===== src/rtl/dlcal_pkg.sv =====
package dlcal_pkg;

  typedef enum logic [1:0] {
    CAL_IDLE  = 2'd0,
    CAL_SWEEP = 2'd1,
    CAL_LOAD  = 2'd2
  } cal_state_t;

  // last cycle of a tap's hold window
  function automatic logic hold_over(input int unsigned dwell, input int unsigned settle);
    return dwell == settle - 1;
  endfunction

  // sweep ends on a hit or on the last tap
  function automatic logic sweep_end(input logic hit, input int unsigned tap, input int unsigned tap_max);
    return hit || (tap == tap_max);
  endfunction

  // timer expires when the next count reaches the interval (0 behaves as 1)
  function automatic logic tick_expire(input int unsigned cnt, input int unsigned interval);
    return (cnt + 1) >= interval;
  endfunction

endpackage


===== src/rtl/dlcal_trigger.sv =====
module dlcal_trigger #(
  parameter int TIMER_W = 16
) (
  input  logic               clk,
  input  logic               rst_n,
  input  logic               sw_req,
  input  logic               sr_req,
  input  logic               per_en,
  input  logic [TIMER_W-1:0] per_interval,
  input  logic               idle,
  input  logic               take,
  output logic               pend_any,
  output logic               sr_pend,
  output logic               timer_fire
);
  import dlcal_pkg::*;

  logic               boot_q;
  logic               sw_q;
  logic               sr_q;
  logic               tmr_q;
  logic [TIMER_W-1:0] tcnt;

  assign timer_fire = per_en && tick_expire(int'(tcnt), int'(per_interval));
  assign pend_any   = boot_q | sw_q | sr_q | tmr_q;
  assign sr_pend    = sr_q;

  always_ff @(posedge clk) begin
    if (!rst_n) begin
      boot_q <= 1'b1;
      sw_q   <= 1'b0;
      sr_q   <= 1'b0;
      tmr_q  <= 1'b0;
      tcnt   <= '0;
    end else begin
      boot_q <= boot_q & ~take;
      sw_q   <= (sw_q & ~take) | sw_req;
      sr_q   <= (sr_q & ~take) | sr_req;
      // expiries while busy or while starting are merged
      tmr_q  <= (tmr_q & ~take) | (timer_fire & idle & ~take);
      if (!per_en || timer_fire) tcnt <= '0;
      else                       tcnt <= tcnt + 1'b1;
    end
  end

endmodule


===== src/rtl/dlcal_sweep.sv =====
module dlcal_sweep #(
  parameter int TAP_W  = 8,
  parameter int SETTLE = 2
) (
  input  logic             clk,
  input  logic             rst_n,
  input  logic             start,
  input  logic             sr_tag_in,
  input  logic             cmp,
  output logic             busy,
  output logic [TAP_W-1:0] tap_sel,
  output logic             load,
  output logic [TAP_W-1:0] value,
  output logic             ovf,
  output logic             ack,
  output logic             done
);
  import dlcal_pkg::*;

  localparam int TAP_MAX = (1 << TAP_W) - 1;
  localparam int DWELL_W = $clog2(SETTLE + 1);

  cal_state_t       state;
  logic [TAP_W-1:0] tap;
  logic [DWELL_W-1:0] dwell;
  logic [TAP_W-1:0] result;
  logic             ovf_q;
  logic             sr_tag;
  logic             sample;

  assign sample  = (state == CAL_SWEEP) && hold_over(int'(dwell), SETTLE);
  assign done    = sample && sweep_end(cmp, int'(tap), TAP_MAX);
  assign busy    = (state != CAL_IDLE);
  assign load    = (state == CAL_LOAD);
  assign ack     = load & sr_tag;
  assign tap_sel = tap;
  assign value   = result;
  assign ovf     = ovf_q;

  always_ff @(posedge clk) begin
    if (!rst_n) begin
      state  <= CAL_IDLE;
      tap    <= '0;
      dwell  <= '0;
      result <= '0;
      ovf_q  <= 1'b0;
      sr_tag <= 1'b0;
    end else begin
      unique case (state)
        CAL_IDLE: begin
          if (start) begin
            state  <= CAL_SWEEP;
            tap    <= TAP_W'(1);
            dwell  <= '0;
            sr_tag <= sr_tag_in;
          end
        end
        CAL_SWEEP: begin
          if (done) begin
            state  <= CAL_LOAD;
            result <= tap;
            ovf_q  <= ~cmp;
            tap    <= '0;
          end else if (sample) begin
            tap   <= tap + 1'b1;
            dwell <= '0;
          end else begin
            dwell <= dwell + 1'b1;
          end
        end
        CAL_LOAD: begin
          state  <= CAL_IDLE;
          sr_tag <= 1'b0;
        end
        default: state <= CAL_IDLE;
      endcase
    end
  end

endmodule


===== src/rtl/dlcal_ctrl.sv =====
module dlcal_ctrl #(
  parameter int TAP_W   = 8,
  parameter int SETTLE  = 2,
  parameter int TIMER_W = 16
) (
  input  logic               clk,
  input  logic               rst_n,
  input  logic               sw_cal_req,
  input  logic               sr_exit_req,
  input  logic               periodic_en,
  input  logic [TIMER_W-1:0] periodic_interval,
  input  logic               cmp_reached,
  output logic [TAP_W-1:0]   tap_sel,
  output logic               pdl_load,
  output logic [TAP_W-1:0]   pdl_value,
  output logic               busy,
  output logic               overflow,
  output logic               sr_exit_ack
);

  logic pend_any;
  logic sr_pend;
  logic timer_fire;
  logic cal_start;
  logic sweep_done;

  assign cal_start = ~busy & pend_any;

  dlcal_trigger #(.TIMER_W(TIMER_W)) u_trig (
    .clk          (clk),
    .rst_n        (rst_n),
    .sw_req       (sw_cal_req),
    .sr_req       (sr_exit_req),
    .per_en       (periodic_en),
    .per_interval (periodic_interval),
    .idle         (~busy),
    .take         (cal_start),
    .pend_any     (pend_any),
    .sr_pend      (sr_pend),
    .timer_fire   (timer_fire)
  );

  dlcal_sweep #(.TAP_W(TAP_W), .SETTLE(SETTLE)) u_sweep (
    .clk       (clk),
    .rst_n     (rst_n),
    .start     (cal_start),
    .sr_tag_in (sr_pend),
    .cmp       (cmp_reached),
    .busy      (busy),
    .tap_sel   (tap_sel),
    .load      (pdl_load),
    .value     (pdl_value),
    .ovf       (overflow),
    .ack       (sr_exit_ack),
    .done      (sweep_done)
  );

endmodule


===== config.mk =====
export PLATFORM = sky130hd
export DESIGN_NAME = dlcal_ctrl
export DESIGN_NICKNAME = d
export VERILOG_FILES = /design/src/rtl/dlcal_pkg.sv /design/src/rtl/dlcal_trigger.sv /design/src/rtl/dlcal_sweep.sv /design/src/rtl/dlcal_ctrl.sv
export SDC_FILE = /design/constraint.sdc
export NUM_CORES = 1
export LEC_CHECK = 0
export ABC_AREA = 1
export BUFFER_PORTS_ARGS = -buffer_cell sky130_fd_sc_hd__buf_4
export CAP_MARGIN = 20
export CORE_MARGIN = 2
export CORE_UTILIZATION = 38
export CTS_CLUSTER_DIAMETER = 50
export CTS_CLUSTER_SIZE = 24
export DETAILED_ROUTE_END_ITERATION = 7
export GPL_ROUTABILITY_DRIVEN = 0
export SLEW_MARGIN = 10
export SYNTH_ARGS = -nofsm -noshare
export SYNTH_HDL_FRONTEND = slang
export SYNTH_SLANG_ARGS = --single-unit

===== constraint.sdc =====
create_clock -name clk -period 4.2 [get_ports clk]
set_input_delay 0.21 -clock clk [delete_from_list [all_inputs] [get_ports clk]]
set_output_delay 0.21 -clock clk [all_outputs]
set_load 0.02 [all_outputs]

==> metrics.txt <==
status=finished clean; clk buf depth=2; wire per inst=10.73 microns; global-route wire length before repair=9.204 mm; Arr. time, crit path=3.03 ns; H-tree depth=2; TritonCTS clock tree=built; synth cell count leaders=68 x nand2_1, 64 x inv_1, 56 x nor2_1; share of cells above drive strength 1=18.56%; Post-Route WL=about 5.0 mm; Netlist cell types=36; RR Endpoint=u_trig.tcnt[2]$_SDFF_PP0_; cell taking the most area after synthesis=dfxtp_1; Yosys reg bits=42; synth top area cells=dfxtp_1 35%, nand2_1 11%, inv_1 10%, ha_1 9.3%, nor2_1 8.7%; Setup CP Type=reg -> reg; DR iter-0 viols=106; critical-path cell list=ha_1 > nand2_1 > inv_2 > nand2_4 > nor3_4 > nand3_2 > o21ai_0 > inv_1 > ha_1 > nand2_1 > inv_1 > nand2_1 > nand2_1 > nand2_1 > nand2_1 > nor2_2 > nand4_2 > nor3_1; Final setup viols=0; Worst path top cell family by delay=simple AND/OR/NAND/NOR gates; Via-to-Cell Ratio=between 4 and 5; Final Total Pwr=796.3 uW; Die Y=83.68 microns; yosys warns=0; FMAX=355.2 MHz; I/O Buffers=a little over 40; routed via count=2162; GRT Total Usage=15.81%; nets=around 430; vias in the first global route=2156; Post-Syn Instances=343; final setup margin=between 1 and 1.5 ns; Remaining Overflow, GRT=0; Clock Skew=0.005075 ns; clock sinks=42; Mean Syn Cell Area=7.033 sq um; WP data required=4.42 ns; Worst setup SP type=register; final hold vios=0; slew of the pin with the lowest slew margin=~0.43 ns; fin util=45.77%; Mapped Nets=383; Initial Util=38.65%; unrepaired setup endpoints after global routing=false; Slew Limit Fails=0; post-synthesis sequential area ratio=34.85%; Ports=42; Buf/Inv on CP=3; synthesized cell area=2412 sq um; Worst Hold Depth=2; Levels on crit path=18; Reg2Reg Depth=18; HPWL Detailed=3.973 mm; Hold Path End=u_sweep.ovf$_SDFFE_PN0P_; pwr dens=278.8 nW/um^2; num rows=29; EDFF count, synth=0; worst min-delay path category=in -> reg; chip width=83.68 microns; share of the synthesized area in the top cell type=34.85%; Top cell by count, worst path=nand2_1; Num CTS Buffers=5; worst hold slack=0.08483 ns; minimum clock period after layout=2.815 ns; first-pass detailed-route iteration total=6; largest net degree at the start of global routing=17; static leakage=1.484 nW; Async SR Flop Fraction=0%; die area=approximately 7000 sq um; slowest cell on the critical path=dfxtp_1; initial antenna violation count=0; cts-stage hold buffer count=0; dominant synthesized flop cell=dfxtp_1; final worst path period share=67.03%; FF-to-FF Start=u_trig.tcnt[0]$_SDFF_PP0_; count leader, synth=nand2_1; total negative setup slack=0 ns; Max Fanout on Critical Path=16; Max-slew headroom=between 70% and 80%; Root Driver=clkbuf_8; diode count=0; CP Capture Type=register; setup slack at placement=~1.4 ns; post-CTS setup buffers=0; slowest stage delay, CP=0.40 ns; Area growth syn-to-layout=18.41%; CTS clk-pin slew, worst paths=0.08 ns; antenna-violating nets left=0; R2R setup slack=1.38 ns; Core Area=around 6200 sq um; # resized after CTS=0; post-detailed-route DRC marker count=0; VDD IR max=between 0.2 and 0.25 mV; max cap viols=0; clock latency at the later pin of the worst-skew pair=approximately 0.30 ns; Worst Min Path Start=cmp_reached
-- state kept, by name, indices dropped and copies added, names as in the netlist --
name,flops
u_trig.tcnt,16
u_sweep.tap_sel,8
u_sweep.value,8
u_sweep.dwell,2
u_sweep.state,2
u_sweep.ovf,1
u_sweep.sr_tag,1
u_trig.boot_q,1
u_trig.sr_pend,1
u_trig.sw_q,1
u_trig.tmr_q,1
-- metrics by stage --
step / std cells / instance area [sq um]
floorplan: 343 / 2412
global placement: 457 / 2770
detailed placement: 457 / 2770
CTS: 465 / 2856
global route: 465 / 2856
finish: 465 / 2856
-- per-layer routing --
metal	up-vias	part of all wire, %	GRT usage (%)
li1	1152	-	-
met1	961	45	19.36
met2	39	49	27.42
met3	10	4.2	3.264
met4	0	1.8	5.572
met5	-	0	0
-- worst max-delay path by stage --
stage	slack [ns]	from	to
floorplan	1.81	u_trig.tcnt[0]$_SDFF_PP0_	u_trig.tcnt[6]$_SDFF_PP0_
finish	1.38	u_trig.tcnt[0]$_SDFF_PP0_	u_trig.tcnt[2]$_SDFF_PP0_
global placement	1.48	u_trig.tcnt[0]$_SDFF_PP0_	u_trig.tcnt[2]$_SDFF_PP0_
global route	1.0	u_trig.tcnt[0]$_SDFF_PP0_	u_trig.tcnt[2]$_SDFF_PP0_
CTS	1.37	u_trig.tcnt[0]$_SDFF_PP0_	u_trig.tcnt[2]$_SDFF_PP0_
detailed placement	1.37	u_trig.tcnt[0]$_SDFF_PP0_	u_trig.tcnt[2]$_SDFF_PP0_
-- worst reg2reg max path, cell delays in order (launching register included) --
cell	delay (ns)
dfxtp_1	0.40
ha_1	0.19
nand2_1	0.06
inv_2	0.08
nand2_4	0.07
nor3_4	0.19
nand3_2	0.11
o21ai_0	0.24
inv_1	0.07
ha_1	0.27
nand2_1	0.08
inv_1	0.04
nand2_1	0.05
nand2_1	0.04
nand2_1	0.05
nand2_1	0.05
nor2_2	0.11
nand4_2	0.37
nor3_1	0.25
-- cell type report --
class / instances / area, sq um
Clock buffer: 6 / 72.57
Clock inverter: 2 / 13.76
Fill cell: 674 / 3385
Inverter: 67 / 256.5
Multi-Input combinational cell: 230 / 1269
Sequential cell: 42 / 840.8
Tap cell: 77 / 96.34
Timing Repair Buffer: 41 / 307.8
-- layout by cell type (no fill, tap or decap), types with 5 or more instances in the layout --
| cell | count |
|---|---|
| nand2_1 | 68 |
| ha_1 | 18 |
| o21ai_0 | 12 |
| buf_4 | 41 |
| a21oi_1 | 16 |
| dfxtp_1 | 42 |
| xor2_1 | 5 |
| inv_1 | 64 |
| clkbuf_8 | 5 |
| nor3_1 | 8 |
| nor2_1 | 56 |
| nand3_1 | 11 |
-- cells by family after synthesis --
kind of cell,Yosys count,synth area share (%)
compound gates,37,9.025
xor+xnor,6,2.178
simple gates,169,32.05
buf+inv,71,12.55
flops,42,34.85
fa+ha+maj,18,9.336
-- report_power, final --
group	internal, mW	switching (mW)	leakage, nW
Clock	0.117	0.146	0.0452
Sequential	0.411	0.00991	0.341
Combinational	0.0462	0.0659	1.10
Total	0.575	0.221	1.48
Note: power is estimated with default switching activity, not from simulation.
